## src/rtl/bitfield_mem_unit.sv

```systemverilog
module bitfield_mem_unit #(
  parameter int AW = 32
) (
  input  logic          clk,
  input  logic          rst_n,
  input  logic          start,
  input  logic [2:0]    op,
  input  logic [AW-1:0] base_addr,
  input  logic [31:0]   bit_ofs,
  input  logic [4:0]    width_code,
  input  logic [31:0]   src_val,
  output logic          done,
  output logic [31:0]   result,
  output logic          mem_req,
  output logic          mem_we,
  output logic [AW-1:0] mem_addr,
  output logic [1:0]    mem_size,
  output logic [63:0]   mem_wdata,
  input  logic [63:0]   mem_rdata,
  input  logic          mem_ack
);

  localparam int WIN = 64;

  typedef enum logic [1:0] {S_IDLE, S_RD, S_WR, S_FIN} st_t;
  st_t st;

  function automatic logic [5:0] lead0(input logic [31:0] x);
    lead0 = 6'd32;
    for (int i = 0; i < 32; i++)
      if (x[i]) lead0 = 6'(31 - i);
  endfunction

  function automatic logic writes(input logic [2:0] o);
    writes = (o >= 3'd2) && (o <= 3'd5);
  endfunction

  // command preparation
  logic [5:0]        len_in;
  logic signed [31:0] byte_step;
  logic [AW-1:0]     a0;
  logic [6:0]        span_sum;
  logic [2:0]        span;
  logic [AW-1:0]     p_addr;
  logic [5:0]        p_bofs;
  logic [1:0]        p_size;

  assign len_in    = (width_code == 5'd0) ? 6'd32 : {1'b0, width_code};
  assign byte_step = $signed(bit_ofs) >>> 3;
  assign a0        = base_addr + AW'(byte_step);
  assign span_sum  = {4'd0, bit_ofs[2:0]} + {1'b0, len_in} - 7'd1;
  assign span      = span_sum[5:3];

  always_comb begin
    p_addr = a0;
    p_bofs = {3'd0, bit_ofs[2:0]};
    p_size = 2'd2;
    case (span)
      3'd0: begin p_bofs = p_bofs + 6'd56; p_size = 2'd0; end
      3'd1: begin p_bofs = p_bofs + 6'd48; p_size = 2'd1; end
      3'd2: begin
        if (a0[0]) begin
          p_addr = a0 - AW'(1);
          p_bofs = p_bofs + 6'd40;
        end else begin
          p_bofs = p_bofs + 6'd32;
        end
      end
      3'd3: p_bofs = p_bofs + 6'd32;
      default: begin
        p_addr = {a0[AW-1:2], 2'b00};
        p_bofs = p_bofs + {1'b0, a0[1:0], 3'd0};
        p_size = 2'd3;
      end
    endcase
  end

  // command registers
  logic [2:0]     r_op;
  logic [5:0]     r_len;
  logic [5:0]     r_bofs;
  logic [31:0]    r_ofs;
  logic [31:0]    r_val;
  logic [AW-1:0]  r_addr;
  logic [1:0]     r_size;
  logic [WIN-1:0] r_win;

  logic [WIN-1:0] szmask;
  always_comb begin
    case (r_size)
      2'd0:    szmask = 64'h0000_0000_0000_00FF;
      2'd1:    szmask = 64'h0000_0000_0000_FFFF;
      2'd2:    szmask = 64'h0000_0000_FFFF_FFFF;
      default: szmask = '1;
    endcase
  end

  always_ff @(posedge clk or negedge rst_n) begin
    if (!rst_n) begin
      st     <= S_IDLE;
      r_op   <= '0;
      r_len  <= 6'd32;
      r_bofs <= '0;
      r_ofs  <= '0;
      r_val  <= '0;
      r_addr <= '0;
      r_size <= '0;
      r_win  <= '0;
    end else begin
      case (st)
        S_IDLE: if (start) begin
          r_op   <= op;
          r_len  <= len_in;
          r_bofs <= p_bofs;
          r_ofs  <= bit_ofs;
          r_val  <= src_val;
          r_addr <= p_addr;
          r_size <= p_size;
          st     <= S_RD;
        end
        S_RD: if (mem_ack) begin
          r_win <= mem_rdata & szmask;
          st    <= writes(r_op) ? S_WR : S_FIN;
        end
        S_WR: if (mem_ack) st <= S_FIN;
        default: st <= S_IDLE;
      endcase
    end
  end

  // field datapath
  logic [6:0]     lsh;
  logic [WIN-1:0] fmask, ins_bits, lj, new_win;
  logic [31:0]    old_lj;

  assign lsh      = 7'd64 - {1'b0, r_len};
  assign fmask    = ({WIN{1'b1}} << lsh) >> r_bofs;
  assign ins_bits = ({32'd0, r_val} << lsh) >> r_bofs;
  assign lj       = (r_win & fmask) << r_bofs;
  assign old_lj   = lj[63:32];

  always_comb begin
    case (r_op)
      3'd2:    new_win = (r_win & ~fmask) | ins_bits;
      3'd3:    new_win = r_win ^ fmask;
      3'd4:    new_win = r_win & ~fmask;
      default: new_win = r_win | fmask;
    endcase
  end

  logic [63:0] ext_u, ext_s;
  assign ext_u = lj >> lsh;
  assign ext_s = $signed(lj) >>> lsh;

  always_comb begin
    case (r_op)
      3'd1:    result = ext_s[31:0];
      3'd2:    result = r_val << (6'd32 - r_len);
      3'd3, 3'd4, 3'd5: result = old_lj;
      3'd6:    result = r_ofs + ((old_lj != 32'd0) ? {26'd0, lead0(old_lj)} : {26'd0, r_len});
      default: result = ext_u[31:0];
    endcase
  end

  assign done      = (st == S_FIN);
  assign mem_req   = (st == S_RD) || (st == S_WR);
  assign mem_we    = (st == S_WR);
  assign mem_addr  = r_addr;
  assign mem_size  = r_size;
  assign mem_wdata = new_win;

  a_r3_req_hold: assert property (@(posedge clk) disable iff (!rst_n)
    mem_req && !mem_ack |=> mem_req && $stable(mem_addr) && $stable(mem_we) && $stable(mem_size));

  a_r9_write_follows: assert property (@(posedge clk) disable iff (!rst_n)
    mem_req && !mem_we && mem_ack && writes(r_op) |=> mem_req && mem_we && $stable(mem_addr) && $stable(mem_size));

  a_r2_quad_align: assert property (@(posedge clk) disable iff (!rst_n)
    mem_req && (mem_size == 2'd3) |-> (mem_addr[1:0] == 2'b00));

  a_r10_done_pulse: assert property (@(posedge clk) disable iff (!rst_n)
    done |=> !done);

  a_r10_done_quiet: assert property (@(posedge clk) disable iff (!rst_n)
    done |-> !mem_req);

endmodule

```

## config.mk

```make
export PLATFORM = sky130hd
export DESIGN_NAME = bitfield_mem_unit
export DESIGN_NICKNAME = d
export VERILOG_FILES = /design/src/rtl/bitfield_mem_unit.sv
export SDC_FILE = /design/constraint.sdc
export NUM_CORES = 2
export LEC_CHECK = 0
export CORE_MARGIN = 2
export CORE_UTILIZATION = 29
export DETAILED_ROUTE_END_ITERATION = 7
export DONT_BUFFER_PORTS = 1
export MAX_ROUTING_LAYER = met4
export PLACE_DENSITY = 0.53
export SLEW_MARGIN = 40
export SYNTH_ARGS = -nofsm -noshare
export SYNTH_HDL_FRONTEND = slang
export SYNTH_SLANG_ARGS = --single-unit
```

## constraint.sdc

```tcl
create_clock -name clk -period 21 [get_ports clk]
set_clock_uncertainty 0.1 [all_clocks]
set_input_delay 1.05 -clock clk [delete_from_list [all_inputs] [get_ports clk]]
set_output_delay 1.05 -clock clk [all_outputs]
set_load 0.02 [all_outputs]
```

Yosys cells after proc, flatten, opt, wreduce, memory -nomap -nowiden
Index checks and enable logic that the tools add are counted.

Shifts and indexed selects: 8. $lt $le $gt $ge: 2. Equal/unequal tests: 17. Multiplexer cells: 48. Reductions and logical operators: 13. Add/sub/neg operators: 12. Bitwise operators: 7.

Operator list (count): one-hot mux 64 bit (3 select lines) (2); 2-to-1 mux 6 bit (36); bitwise AND 64 bit (3); bitwise OR 64 bit (2); one-hot mux 32 bit (4 select lines) (1); right shift 64 x 6 -> 64 bit (2); inverter 64 bit (1); one-hot mux 32 bit (2 select lines) (1); left shift 32 x 7 -> 64 bit (1); left shift 64 x 6 -> 64 bit (1); left shift 64 x 7 -> 64 bit, first input constant (1); right shift 64 x 7 -> 32 bit (1); >>> shifter 64 x 7 -> 32 bit (1); bitwise XOR 64 bit (1); adder 32 bit (1); adder 32 x 6 -> 32 bit (1); 2-to-1 mux 32 bit (1); nonzero test 32 bit (1); left shift 32 x 6 -> 32 bit (1); subtractor 32 x 1 -> 32 bit, second input constant (1); one-hot mux 6 bit (4 select lines) (1); adder 3 x 6 -> 6 bit, second input constant (2); == test 3 x 2 -> 1 bit, second input constant (4); one-hot mux 2 bit (3 select lines) (2); other kinds (26) (38).

Output and inout bits: 133. Register bits: 179. Word-level logic and storage cells: 116. Input port bits: 172.

Longest topological paths before layout
Word-level depth: 41. Depth in mapped cells: 53. Depth with buffers taken out: 40.

Worst setup path before layout
Ideal clock, no wire load.

Path type: flip-flop to output port. From: register r_len[0]. To: output result[31]. Path buffers: 11. Setup slack: 9.338 ns. Required time: 19.850 ns. Cell stages (with the launch flop): 45. Arrival: 10.512 ns. Path through: dfrtp_1 -> buf_6 -> buf_12 -> buf_12 -> inv_1 -> buf_1 -> clkbuf_1 -> clkbuf_1 -> ha_1 -> inv_1 -> ha_1 -> buf_2 -> inv_2 -> clkbuf_1 -> buf_1 -> clkbuf_1 -> buf_2 -> a21oi_1 -> [9 not listed] -> and2_0 -> a221o_1 -> or4_1 -> o21bai_1 -> a311oi_1 -> o21ai_1 -> a32o_1 -> ha_1 -> a21oi_1 -> o21ai_0 -> a31oi_1 -> nor2_1 -> nand2_1 -> xor2_1 -> nand2_1 -> a32oi_1 -> a221o_1 -> o22ai_1.

Word-level cells in the longest chain between the ends: 41. Elaborated cells between the ends (all ways): 46. Classes of those cells: 3 x add/sub; 6 x shift; 35 x mux; 1 x bitwise; 1 x reduce/logical.

Ends and longest elaborated chain: start: declaration (line 80) `logic [5:0] r_len;`; start signal: assignment (line 113) `r_len <= len_in;`; subtractor 7 x 6 -> 7 bit (line 136) `assign lsh = 7'd64 - {1'b0, r_len};`; left shift 64 x 7 -> 64 bit (line 137) `assign fmask = ({WIN{1'b1}} << lsh) >> r_bofs;`; right shift 64 x 6 -> 64 bit (line 137); bitwise AND 64 bit (line 139) `assign lj = (r_win & fmask) << r_bofs;`; left shift 64 x 6 -> 64 bit (line 139); 2-to-1 mux 6 bit (32 in series) (line 31) `if (x[i]) lead0 = 6'(31 - i);`; 2-to-1 mux 6 bit (line 156) `case (r_op)`; 2-to-1 mux 6 bit (line 160) `3'd6: result = r_ofs + ((old_lj != 32'd0) ? {26'd0, lead0(old_lj)} : {26'd0, r_len});`; adder 32 x 6 -> 32 bit (line 160); one-hot mux 32 bit (4 select lines) (*) (line 156); end: declaration (line 13) `output logic [31:0] result,`.

Mark *: on every way between the ends. The rest lies on a longest branch, timed or not. The select of a mux whose other input is x is not followed.

Worst setup path in the final report
Same ends and word-level chain as after synthesis.

==> out/qor_table.md <==
| Result | This run | Unit |
|:---|:---|:---|
| Cell at the slowest stage of the critical path | buf_4 | - |
| Critical path class | register to output pin | - |
| Total global routing track utilization | 34.2 | % |
| TritonCTS Buffers | 17 | - |
| Arrival time at the worst endpoint | 12450 | ps |
| Peak Freq | 0.0735 | GHz |
| Largest family of logic cells by synthesized area | compound AO/OA/AOI/OAI gates | - |
| Synth Area in Adders | 9.06 | % |
| Global-route wire length before repair | 327 | mm |
| Clk Tree Root Cell | clkbuf_16 | - |
| Slew at the pin with the worst max-slew slack | 1040 | ps |
| Final Slew Violations | 0 | - |
| Number of buffer and inverter instances along the worst setup path | 5 | - |
| Final setup fails | 0 | - |
| Fraction of final layout cells sized beyond drive strength 1 | 16.2 | % |
| Post CTS Setup Buffer Count | 0 | - |
| Fraction of synthesized cell area taken by the top area cell type | 11.3 | % |
| Number of cells traversed by the worst register-to-register path | 5 | - |
| Overall die area | 137000 | um2 |
| Violations in the final reports | design-rule violations | - |
| Class of the tightest hold or removal check | input port to async pin | - |
| Post-synth cell types | 111 | - |
| Clock tree from TritonCTS | built | - |
| Router iterations before antenna repair | 8 | - |
| Synthesis-to-finish area growth | 6.52 | % |
| Multi-input logic area | 32100 | um2 |
| Source of the worst register-to-register timing path | st[0]$_DFFE_PN0P_ | - |
| Num rows | 134 | - |
| Synthesized Nets | 5430 | - |
| Post-synthesis instance area | 38900 | um2 |
| CTS sink count | 176 | - |
| Total number of vias | 44.5k | - |
| FFs w/ async S/R, synth | 100 | % |
| Via/cell ratio | 6.86 | - |
| Total of flip-flops plus latches after synthesis | 176 | - |
| Crit path time final | 13600 | ps |
| Part of the cycle the worst path needs | 64.8 | % |
| Clock latency on the worst-skew pair | 510 | ps |
| Capturing element type of the critical path | output pin | - |
| Post-cts gate resize count | 0 | - |
| Die outline width | 370 | um |
| Pin count of the biggest net entering global routing | 177 | - |
| Hold Fails Final Rpt | 0 | - |
| Worst setup slack for register-to-register paths | 18530 | ps |
| Post-DRT Antenna Nets | 0 | - |
| Synth top area cells | dfrtp_1 (11%), mux4_2 (11%), ha_1 (9.0%) | - |
| Headroom to the max-slew limit | 30.6 | % |
| Final sum of negative setup slack | 0 | ps |
| Quantity of hold-fixing buffers added after cts | 0 | - |
| Total congestion overflow after global routing | 0 | - |
| End of the worst register-to-register path | r_len[0]$_DFFE_PN0P_ | - |
| I/O pin count | 305 | - |
| Mapped Cells | 4978 | - |
| Total Nets Final | 5149 | - |
| WL final | 237 | mm |
| Max stage delay on crit path | 660 | ps |
| Effective utilization at floorplan | 29.1 | % |
| Die height | 370 | um |
| Routability-driven placement congestion ratio | 1.09 | - |
| XOR/XNOR share of the synthesized area | 1.45 | % |
| Area occupied by registers | 4440 | um2 |
| Sequential fraction of the synthesis area | 11.3 | % |
| Synthesized-area fraction occupied by and/or/nand/nor cells | 16.8 | % |
| I/O Buffers | 0 | - |
| Sum of net half-perimeters after detailed placement | 184 | mm |
| CTS HTree Levels | 4 | - |
| Wire length per cell | 36.4 | um |
| Final Cell Area | 41400 | um2 |
| Post-synthesis cell type with the largest combined area | dfrtp_1 | - |
| Dpl cell area | 40600 | um2 |
| Compound-cell area share of the yosys netlist | 29.3 | % |
| Number of global-route vias before repair | 41.2k | - |
| Result of the run | complete, but fails checks | - |
| DR DRC count | 10 | - |
| Required time of the critical path | 19850 | ps |
| Number of antenna violations at the first check in global routing | 9 | - |
| Initial DRC count | 7418 | - |
| Maximum clock insertion buffer count | 2 | - |
| Most common flop cell mapped by yosys | dfrtp_1 | - |
| RSZ-0062 raised after global routing | no | - |
| Number of maximum-capacitance violations | 0 | - |
| Kind of cell with the highest combined delay on the critical path | compound AO/OA/AOI/OAI gates | - |
| Mean Syn Cell Area | 7.81 | um2 |
| CTS clock-pin slew for the worst setup and hold paths | 80 | ps |
| Core area | 133000 | um2 |
| Share of synthesized area spent on multiplexers | 25.0 | % |
| Synthesis Warnings | 0 | - |
| Setup crit start kind | register | - |
| Count of flip-flops with a built-in enable after synthesis | 0 | - |
| Final-layout fill cell count | 14.2k | - |
| Crit Path Max Fanout | 48 | - |
[layout by cell type (no fill, tap or decap), drive strengths merged, types with 175 or more instances in the layout]
master / Yosys / routed
inv: 188 / 192
nand2: 560 / 560
mux2: 228 / 228
dfrtp: 175 / 175
o21ai: 380 / 380
mux4: 198 / 198
mux2i: 263 / 263
ha: 278 / 278
a21oi: 326 / 326
nor2: 424 / 424
[cells by family after synthesis]
family / count (synthesis)
simple gates: 1457
mux: 689
buf+inv: 645
flops: 176
xor+xnor: 62
fa+ha+maj: 280
compound gates: 1669
[registers in the layout (all words and copies together) (netlist names)]
name	cells
st	2
r_len	6
mem_size	2
r_val	32
r_ofs	29
r_op	3
mem_addr	32
r_win	64
r_bofs	6
[cell usage after synthesis, types with 39 or more instances]
| master | count |
|---|---|
| o21a_1 | 39 |
| a21o_1 | 51 |
| mux2_2 | 223 |
| nand2_1 | 558 |
| nor2_1 | 423 |
| mux4_2 | 187 |
| o211ai_1 | 78 |
| ha_1 | 278 |
| a21oi_1 | 324 |
| a22oi_1 | 41 |
| and2_1 | 39 |
| a31oi_1 | 57 |
| nor3_1 | 103 |
| o22ai_1 | 103 |
| clkbuf_1 | 260 |
| buf_2 | 77 |
| o21ai_0 | 355 |
| nand3_1 | 106 |
| mux2i_1 | 263 |
| a22o_1 | 56 |
| inv_1 | 185 |
| a221oi_1 | 49 |
| dfrtp_1 | 175 |
| a211oi_1 | 106 |
| buf_1 | 83 |
[worst max path at each step]
stage / start / endpoint / slack (ps) / cells after the start
floorplan: r_len[0]$_DFFE_PN0P_ / result[31] / 9340 / 44
global placement: r_len[0]$_DFFE_PN0P_ / result[31] / 7750 / 35
detailed placement: r_len[0]$_DFFE_PN0P_ / result[31] / 8310 / 40
CTS: r_len[0]$_DFFE_PN0P_ / result[31] / 7670 / 40
global route: r_len[0]$_DFFE_PN0P_ / result[31] / 6850 / 40
finish: r_len[0]$_DFFE_PN0P_ / result[31] / 7400 / 40
[final cells by class]
class / count / share of cell area [%]
diodes: 13 / 0.0786
clock buffers: 18 / 1.06
clock inverters: 14 / 0.435
inverters: 190 / 1.76
multi-input cells: 4157 / 77.5
flip-flops and latches: 176 / 10.7
well taps: 1768 / 5.35
repair buffers: 155 / 3.06
[metal layers]
metal | vias up | track usage, % | routed length (um)
met3 | 819 | 8.44 | 28200
met5 | - | - | 0
met4 | 0 | 20.4 | 17600
met2 | 3475 | 50.0 | 101000
li1 | 18359 | - | -
met1 | 21891 | 42.5 | 89800
[worst register-to-register path: stages, from the launching register on]
cell and delay, ps:
dfrtp_1 410, inv_1 80, ha_1 310, nand2_8 390
buf_6 610, mux2_2 450
[metrics by stage]
stage / utilization, % / cells / hold WS (ps) / setup slack [ps]
final: 31.0 / 6491 / 125 / 7400
after global routing: 31.0 / 6485 / 90.7 / 6850
after CTS: 30.9 / 6475 / 72.6 / 7670
after detailed placement: 30.4 / 6443 / 439 / 8310
after global placement: 30.3 / 6439 / 438 / 7750
after floorplan: - / 4978 / 386 / 9340
Power is not shown: default switching activity piles up to over one toggle a cycle in this logic, so the estimate is an artifact.
